--- src/rtl/port_guard_pkg.sv ---
package port_guard_pkg;

  typedef enum logic {
    RATE_100 = 1'b0,
    RATE_10  = 1'b1
  } link_rate_e;

  function automatic int unsigned cc_limit(link_rate_e rate, logic raise,
                                           int unsigned lo, int unsigned hi);
    return (rate == RATE_10 && !raise) ? lo : hi;
  endfunction

endpackage

--- src/rtl/sat_tick_counter.sv ---
module sat_tick_counter #(
  parameter int unsigned LIMIT = 512,
  localparam int unsigned W = $clog2(LIMIT + 2)
) (
  input  logic clk,
  input  logic rst_n,
  input  logic run,
  input  logic tick,
  output logic over
);

  localparam logic [W-1:0] TOP = W'(LIMIT + 1);

  logic [W-1:0] cnt_q, cnt_d;
  logic         cnt_en;

  always_comb begin
    cnt_d  = cnt_q;
    cnt_en = 1'b0;
    if (!run) begin
      cnt_d  = '0;
      cnt_en = (cnt_q != '0);
    end else if (tick && cnt_q != TOP) begin
      cnt_d  = cnt_q + W'(1);
      cnt_en = 1'b1;
    end
  end

  always_ff @(posedge clk or negedge rst_n) begin
    if (!rst_n)      cnt_q <= '0;
    else if (cnt_en) cnt_q <= cnt_d;
  end

  assign over = (cnt_q > W'(LIMIT));

endmodule

--- src/rtl/collision_streak.sv ---
module collision_streak #(
  parameter int unsigned CAP = 64,
  localparam int unsigned W = $clog2(CAP + 1)
) (
  input  logic         clk,
  input  logic         rst_n,
  input  logic         clr,
  input  logic         end_ep,
  input  logic         hit,
  input  logic [W-1:0] limit,
  output logic         reach
);

  logic [W-1:0] cnt_q, cnt_d, inc;
  logic         cnt_en;

  assign inc = (cnt_q == W'(CAP)) ? cnt_q : cnt_q + W'(1);

  always_comb begin
    cnt_en = clr | end_ep;
    if (clr)      cnt_d = '0;
    else if (hit) cnt_d = inc;
    else          cnt_d = '0;
  end

  always_ff @(posedge clk or negedge rst_n) begin
    if (!rst_n)      cnt_q <= '0;
    else if (cnt_en) cnt_q <= cnt_d;
  end

  assign reach = end_ep & hit & (inc >= limit);

endmodule

--- src/rtl/port_isolation_guard.sv ---
module port_isolation_guard
  import port_guard_pkg::*;
#(
  parameter int unsigned CC_LIM_LO      = 32,
  parameter int unsigned CC_LIM_HI      = 64,
  parameter int unsigned LONG_COLL_BITS = 1024,
  parameter int unsigned RECON_BITS     = 512,
  parameter int unsigned JAB_BITS       = 65536
) (
  input  logic clk,
  input  logic rst_n,
  input  logic bit_tick,
  input  logic spd_is_10m,
  input  logic lim10_raise,
  input  logic part_off_10,
  input  logic part_off_100,
  input  logic jab_off_10,
  input  logic jab_off_100,
  input  logic rx_carrier,
  input  logic tx_active,
  input  logic coll,
  output logic partitioned,
  output logic jab_inhibit,
  output logic rx_accept
);

  localparam int unsigned CW = $clog2(CC_LIM_HI + 1);

  link_rate_e rate;
  logic [CW-1:0] limit;
  logic act, act_q, end_ep;
  logic coll_seen_q, coll_seen_d, coll_any;
  logic part_dis, jab_dis;
  logic part_q, part_d, jab_q, jab_d;
  logic ep_over, long_over, jab_over;
  logic streak_reach, reconnect, jab_set;

  assign rate     = spd_is_10m ? RATE_10 : RATE_100;
  assign limit    = CW'(cc_limit(rate, lim10_raise, CC_LIM_LO, CC_LIM_HI));
  assign part_dis = spd_is_10m ? part_off_10 : part_off_100;
  assign jab_dis  = spd_is_10m ? jab_off_10  : jab_off_100;

  assign act      = rx_carrier | tx_active;
  assign end_ep   = act_q & ~act;
  assign coll_any = coll_seen_q | coll;

  // Episode length, collision duration and receive length counters
  sat_tick_counter #(.LIMIT(RECON_BITS)) i_ep_len (
    .clk(clk), .rst_n(rst_n), .run(act), .tick(bit_tick), .over(ep_over));

  sat_tick_counter #(.LIMIT(LONG_COLL_BITS)) i_coll_len (
    .clk(clk), .rst_n(rst_n), .run(coll), .tick(bit_tick), .over(long_over));

  sat_tick_counter #(.LIMIT(JAB_BITS)) i_rx_len (
    .clk(clk), .rst_n(rst_n), .run(rx_carrier), .tick(bit_tick), .over(jab_over));

  collision_streak #(.CAP(CC_LIM_HI)) i_streak (
    .clk(clk), .rst_n(rst_n), .clr(part_dis | reconnect), .end_ep(end_ep),
    .hit(coll_any), .limit(limit), .reach(streak_reach));

  assign jab_set   = rx_carrier & jab_over & ~jab_dis & ~jab_q;
  assign reconnect = part_q & end_ep & ~coll_any & ep_over & ~jab_q;

  always_comb begin
    coll_seen_d = coll_seen_q;
    if (end_ep)          coll_seen_d = 1'b0;
    else if (act & coll) coll_seen_d = 1'b1;

    jab_d = ~jab_dis & rx_carrier & (jab_q | jab_over);

    if (part_dis)    part_d = 1'b0;
    else if (part_q) part_d = ~reconnect;
    else             part_d = streak_reach | long_over | (jab_set & (rate == RATE_100));
  end

  always_ff @(posedge clk or negedge rst_n) begin
    if (!rst_n) begin
      act_q       <= 1'b0;
      coll_seen_q <= 1'b0;
      jab_q       <= 1'b0;
      part_q      <= 1'b0;
    end else begin
      act_q       <= act;
      coll_seen_q <= coll_seen_d;
      jab_q       <= jab_d;
      part_q      <= part_d;
    end
  end

  assign partitioned = part_q;
  assign jab_inhibit = jab_q;
  assign rx_accept   = rx_carrier & ~part_q & ~jab_q;

  // Partition disable clears the flag on the next edge
  assert_part_disable_R9: assert property (@(posedge clk) disable iff (!rst_n)
    part_dis |=> !partitioned);

  // Jabber disable clears the inhibit on the next edge
  assert_jab_disable_R10: assert property (@(posedge clk) disable iff (!rst_n)
    jab_dis |=> !jab_inhibit);

  // Loss of carrier releases jabber
  assert_jab_release_R7: assert property (@(posedge clk) disable iff (!rst_n)
    !rx_carrier |=> !jab_inhibit);

  // Jabber only starts under carrier
  assert_jab_rise_R7: assert property (@(posedge clk) disable iff (!rst_n)
    $rose(jab_inhibit) |-> $past(rx_carrier));

  // Partition leaves only through disable or a clean long episode
  assert_reconnect_only_R6: assert property (@(posedge clk) disable iff (!rst_n)
    $fell(partitioned) |-> ($past(part_dis) || $past(end_ep && !coll_any && ep_over)));

endmodule

--- config.mk ---
export PLATFORM = sky130hd
export DESIGN_NAME = port_isolation_guard
export DESIGN_NICKNAME = d
export VERILOG_FILES = /design/src/rtl/port_guard_pkg.sv /design/src/rtl/sat_tick_counter.sv /design/src/rtl/collision_streak.sv /design/src/rtl/port_isolation_guard.sv
export SDC_FILE = /design/constraint.sdc
export NUM_CORES = 1
export LEC_CHECK = 0
export CAP_MARGIN = 20
export CORE_MARGIN = 2
export CORE_UTILIZATION = 55
export DETAILED_ROUTE_END_ITERATION = 8
export DONT_BUFFER_PORTS = 1
export PLACE_DENSITY_LB_ADDON = 0.12
export SYNTH_ARGS = -nofsm -noshare
export SYNTH_HDL_FRONTEND = slang
export SYNTH_SLANG_ARGS = --single-unit
--- constraint.sdc ---
create_clock -name clk -period 4.6 [get_ports clk]
set_clock_uncertainty 0.15 [all_clocks]
set_input_delay 0.46 -clock clk [delete_from_list [all_inputs] [get_ports clk]]
set_output_delay 0.46 -clock clk [all_outputs]
set_load 0.01 [all_outputs]
* After elaboration in Yosys (flattened, before gate mapping)
Index checks and enable logic that the tools add are counted.
Cells by class: add/subtract/negate cells 4, mux-type cells 23, order comparisons 4, eq/ne operators 7, reductions and logical operators 12, bitwise operators 30
Operator list (number):
- 17-bit two-way mux | 2
- 7-bit two-way mux | 4
- 11-bit two-way mux | 2
- 10-bit two-way mux | 2
- 17-bit by 1-bit adder with 17-bit output, second input constant | 1
- 17-bit greater-than comparator, second input constant | 1
- 17-bit inequality test, second input constant | 1
- 17-bit nonzero test | 1
- 1-bit bitwise AND | 16
- 1-bit two-way mux | 13
- 11-bit by 1-bit adder with 11-bit output, second input constant | 1
- 11-bit greater-than comparator, second input constant | 1
- 11-bit inequality test, second input constant | 1
- 11-bit nonzero test | 1
- 10-bit by 1-bit adder with 10-bit output, second input constant | 1
- 10-bit greater-than comparator, second input constant | 1
- 10-bit inequality test, second input constant | 1
- 10-bit nonzero test | 1
- 7-bit by 1-bit adder with 7-bit output, second input constant | 1
- 7-bit == test, second input constant | 1
- 7-bit greater-or-equal comparator | 1
- 1-bit NOT | 7
- 1-bit OR | 7
- 2-bit by 1-bit inequality test with 1-bit output, second input constant | 3
- other kinds (4) | 9
Word-level totals: input bits 12, flip-flop bits (word level) 49, output and inout bits 3

* Depth between registers and ports, before layout
word-level depth 10, gate-level depth with buffers 9, depth with buffers taken out 9

* Hierarchy
Synthesis repeated with hierarchy kept, for this count alone.
Unflattened totals: cell total of the unflattened synthesis 359, area total of the unflattened synthesis 3320.7 µm²
Modules (own cells, without submodules):
- sat_tick_counter (i_rx_len) | cells an instance 124, seq. area each 425.4 µm², times used 1, area each 1114.8 µm²
- collision_streak | cells an instance 81, seq. area each 175.2 µm², times used 1, area each 696.9 µm²
- sat_tick_counter (i_coll_len) | cells an instance 70, seq. area each 275.3 µm², times used 1, area each 650.6 µm²
- sat_tick_counter (i_ep_len) | cells an instance 61, seq. area each 250.2 µm², times used 1, area each 618.1 µm²
- port_isolation_guard | cells an instance 23, seq. area each 100.1 µm², times used 1, area each 240.2 µm²

* Worst setup path after synthesis
OpenSTA, ideal clock, no wires.
path kind register to register, start register i_streak.cnt_q[0], end register part_q (netlist: partitioned), path buffers 0, arrival 1.810 ns, setup slack 2.510 ns, cell stages (with the launch flop) 10, setup time 0.130 ns, path through dfrtp_1 ha_1 nand3_1 nor2_1 xor2_1 ha_1 a21oi_1 nor3_1 nor3_1 a31oi_1
On the way: cells in the longest elaborated chain, start to end 8, elaborated cells on any way between the ends 9, classes of those cells 1 x add/sub; 1 x order compare; 1 x eq/ne; 3 x mux; 3 x bitwise
RTL lines:
- from (decl) | line collision_streak.sv:14 | logic [W-1:0] cnt_q, cnt_d, inc;
- from (signal assigned) | line collision_streak.sv:28 | else if (cnt_en) cnt_q <= cnt_d;
- 7-bit by 1-bit adder with 7-bit output or 7-bit == test (tied branches) | line collision_streak.sv:17 | assign inc = (cnt_q == W'(CAP)) ? cnt_q : cnt_q + W'(1);
- 7-bit two-way mux * | line collision_streak.sv:17
- 7-bit greater-or-equal comparator * | line collision_streak.sv:31 | assign reach = end_ep & hit & (inc >= limit);
- 1-bit bitwise AND * | line collision_streak.sv:31
- 1-bit OR * (2 in series) | line port_isolation_guard.sv:73 | else part_d = streak_reach | long_over | (jab_set & (rate == RATE_100));
- 1-bit two-way mux * | line port_isolation_guard.sv:72 | else if (part_q) part_d = ~reconnect;
- 1-bit two-way mux * | line port_isolation_guard.sv:71 | if (part_dis) part_d = 1'b0;
- named net part_d | line port_isolation_guard.sv:34 | logic part_q, part_d, jab_q, jab_d;
- to (signal assigned) | line port_isolation_guard.sv:86 | part_q <= part_d;
- to (decl) | line port_isolation_guard.sv:34
Mark *: on every way through the listed nets, which the timed path passes. The rest lies on a longest branch. A chain may end at the register's enable or synchronous reset.

* Worst setup path in the final report
Ends and elaborated chain as after synthesis.

==> impl_metrics.tcl <==
set metrics [dict create \
    grt_overflow 0 \
    irDropWorstVdd_v 0.000213 \
    global_route.usage.met1_pct 27.4 \
    drt_pass1_iterations 4 \
    fillers 437 \
    max_clock_freq_ghz 0.438 \
    cp_slowest_stage_delay_ns 0.47 \
    holdCritPathClass "in -> reg" \
    grt_setup_unrepaired "false" \
    antenna_found_initial 0 \
    timing.critical_path.buf_inv 0 \
    multiInputGateArea_mm2 0.00165 \
    dr_total_vias 2255 \
    initialDrtViolationCount 151 \
    syn_to_final_growth_pct 5.79 \
    cp_required_ns 4.63 \
    finalCritPeriodShare_pct 49.6 \
    instances_no_fill 384 \
    grt_pass1_wl_um 9930 \
    yosysSeqAreaShare_pct 41.1 \
    gp_congestion 0.837 \
    count_of_unique_library_cells_instantiated_by_yosys 60 \
    die_footprint_mm2 0.00603 \
    worstSetupEndpointType "flip-flop" \
    synth-warning-count 0 \
    run_status "finished, final reports clean" \
    most_used_dff_post_synth "dfrtp_1" \
    post_detailed_routing_wire_length_um 5610 \
    pwr_density_cell_mw_per_mm2 341 \
    tritoncts.num_buffers 5 \
    start_util_pct 57.6 \
    hold_violations 0 \
    ctsLongestPathBuffers 2 \
    arrival_ns 2.32 \
    syn_nets 336 \
    leakagePower_nw 1.35 \
    cts.sinks 49 \
    via_count_of_the_first_global_routing_pass 2125 \
    placed_area_mm2 0.00302 \
    tightestPinTransition_ns 0.489 \
    dieHeight_um 77.6 \
    vias_per_cell 5.87 \
    met2_usage_pct 32.8 \
    syn-cell-area_mm2 0.00298 \
    wl_per_cell_um 14.6 \
    cts-root-buf "clkbuf_8" \
    syn_area_per_cell_um2 9.59 \
    critical_path_class "reg -> reg" \
    worstPathCellList "ha_1 -> nand3_1 -> nor2_1 -> xor2_1 -> ha_1 -> a21oi_1 -> nor3_1 -> nor3_1 -> a31oi_1" \
    groute.layer.met3.usage_pct 5.35 \
    post-route-drc-count 0 \
    finish.utilization_pct 61.0 \
    drive_above_1_share_pct 8.92 \
    fin_crit_ns 2.28 \
    grt_use_total_pct 20.4 \
    critPathLaunchType "flip-flop" \
    post_synth_edffs 0 \
    holdWs_ns 0.126 \
    finalMaxSlewViolations 0 \
    max-cap-violations 0 \
    pin_count 15 \
    diodes 0 \
    path_clk_slew_ns 0.10 \
    dp_hpwl_um 3960 \
    syn-instance-count 311 \
    crit_slowest_cell "dfrtp_1" \
    global_route.peak_usage_layer "met2" \
    htree_num_levels 2 \
    clock_tree_from_tritoncts "done" \
    largest_net_degree_at_the_start_of_global_routing 50 \
    layout.area.seq_mm2 0.00123 \
    slew_headroom_pct 67.3 \
    async_flop_share_pct 100 \
    critPathMaxFanout 7 \
    synth_seq_cells 49 \
    placed_cells 374 \
    stdcell_area_mm2 0.00315 \
    fin_setup_tns_ns 0 \
    finalNetCount 338 \
    critical-path-top-delay-family "simple AND/OR/NAND/NOR gates" \
    rows 26 \
    buffer_ports.inserted 0 \
    ant_nets 0 \
    worstSkewPairLatency_ns 0.30 \
    setup_viol 0 \
    die_width_um 77.6 \
    fp.coreArea_mm2 0.00517 \
]
registers in the layout, indices dropped and copies added, names as in the netlist:
name and count:
partitioned 1, i_streak.cnt_q 7, jab_inhibit 1, i_rx_len.cnt_q 17, coll_seen_q 1, act_q 1, i_coll_len.cnt_q 11, i_ep_len.cnt_q 10
layer usage:
metal / share of wire, % / vias to the layer above
met2: 48 / 31
li1: - / 1120
met1: 48 / 1102
met4: 0.48 / 0
met5: 0 / -
met3: 3.6 / 2
final cells by class:
class                           count  area share [%]
Multi-Input combinational cell    240            52.3
Sequential cell                    49            38.9
Tap cell                           70            2.78
Clock buffer                        6            2.62
Inverter                           15            1.79
Timing Repair Buffer                2            1.19
Clock inverter                      2           0.436
worst reg2reg max path, delay by kind of cell, from the launching register on:
kind / cells / cell delay [ns]
DFF: 1 / 0.47
and+or+nand+nor: 4 / 0.58
xor gates and xnor gates: 1 / 0.20
AOI/OAI and AO/OA: 2 / 0.23
adders and majority gates: 2 / 0.54
final timing paths:
kind / start / end / slack (ns) / cells past startpoint
max: i_streak.cnt_q[0] / partitioned / 2.32 / 9
min: rx_carrier / jab_inhibit / 0.13 / 1
max reg2reg: i_streak.cnt_q[0] / partitioned / 2.32 / 9
min reg2reg: i_rx_len.cnt_q[14] / i_rx_len.cnt_q[14] / 0.37 / 1
max in group asynchronous: rst_n / i_rx_len.cnt_q[6] / 3.56 / 2
min in group asynchronous: rst_n / i_ep_len.cnt_q[9] / 0.51 / 2
timing repair:
item / in CTS / in global routing
setup buffers: 0 / 0
resized for setup: 0 / 0
hold buffers: 2 / 0
hold endpoints to repair: 49 / 0
synth_stat cells, types with 3 or more instances:
library cell / number / area, um2
and3_1: 4 / 25.0
nand3_1: 14 / 70.1
ha_1: 13 / 163
inv_1: 15 / 56.3
buf_2: 3 / 15.0
or3_1: 6 / 37.5
o21ai_1: 10 / 50.1
nand4_1: 13 / 81.3
a21oi_1: 9 / 45.0
mux2i_1: 3 / 30.0
nand2_1: 29 / 109
nand2b_1: 3 / 18.8
nor2_1: 37 / 139
a22o_1: 3 / 26.3
nor4_1: 4 / 25.0
a31oi_1: 8 / 50.1
and4_1: 4 / 35.0
o21ai_0: 3 / 15.0
nor3_1: 7 / 35.0
xor2_1: 16 / 140
and2_1: 5 / 31.3
xnor2_1: 9 / 78.8
dfrtp_1: 49 / 1230
power by group:
| group | internal, mW | switching [mW] |
|---|---|---|
| Sequential | 0.471 | 0.0590 |
| Combinational | 0.108 | 0.169 |
| Clock | 0.122 | 0.146 |
| Total | 0.702 | 0.374 |
cell usage in the layout (no fill, tap or decap), types with 2 or more instances in the layout:
cell type  netlist  layout
a21o_1           2       2
a21oi_1          9       9
a22o_1           3       3
a31oi_1          8       8
and2_1           5       5
and3_1           4       4
and4_1           4       4
clkbuf_8         0       6
dfrtp_1         49      49
ha_1            13      13
inv_1           15      15
mux2i_1          3       3
nand2_1         29      29
nand2b_1         3       3
nand3_1         14      14
nand4_1         13      13
nor2_1          37      37
nor2_2           2       2
nor3_1           7       7
nor3b_1          2       2
nor4_1           4       4
nor4_4           2       2
o21a_1           2       2
o21ai_0          3       3
o21ai_1         10      10
o31ai_1          2       2
or3_1            6       6
xnor2_1          9       9
xor2_1          16      16
cells by family (layout without fill, tap and decap cells):
kind of cell | after synthesis | after routing | synth area share (%)
mux | 4 | 4 | 1.38
simple gates | 144 | 144 | 26.5
compound gates | 54 | 54 | 14.6
fa+ha+maj | 13 | 13 | 5.46
flops | 49 | 49 | 41.1
buf+inv | 22 | 25 | 3.52
xor+xnor | 25 | 25 | 7.34
per-stage QoR:
stage          setup slack [ns]  power, mW
6_report                   2.32       1.08
3_3_place_gp               2.41      0.798
4_1_cts                    2.34       1.09
3_5_place_dp               2.36      0.804
5_1_grt                    2.15       1.16
2_1_floorplan              2.51      0.753
Power figures use the tool's default switching activity.
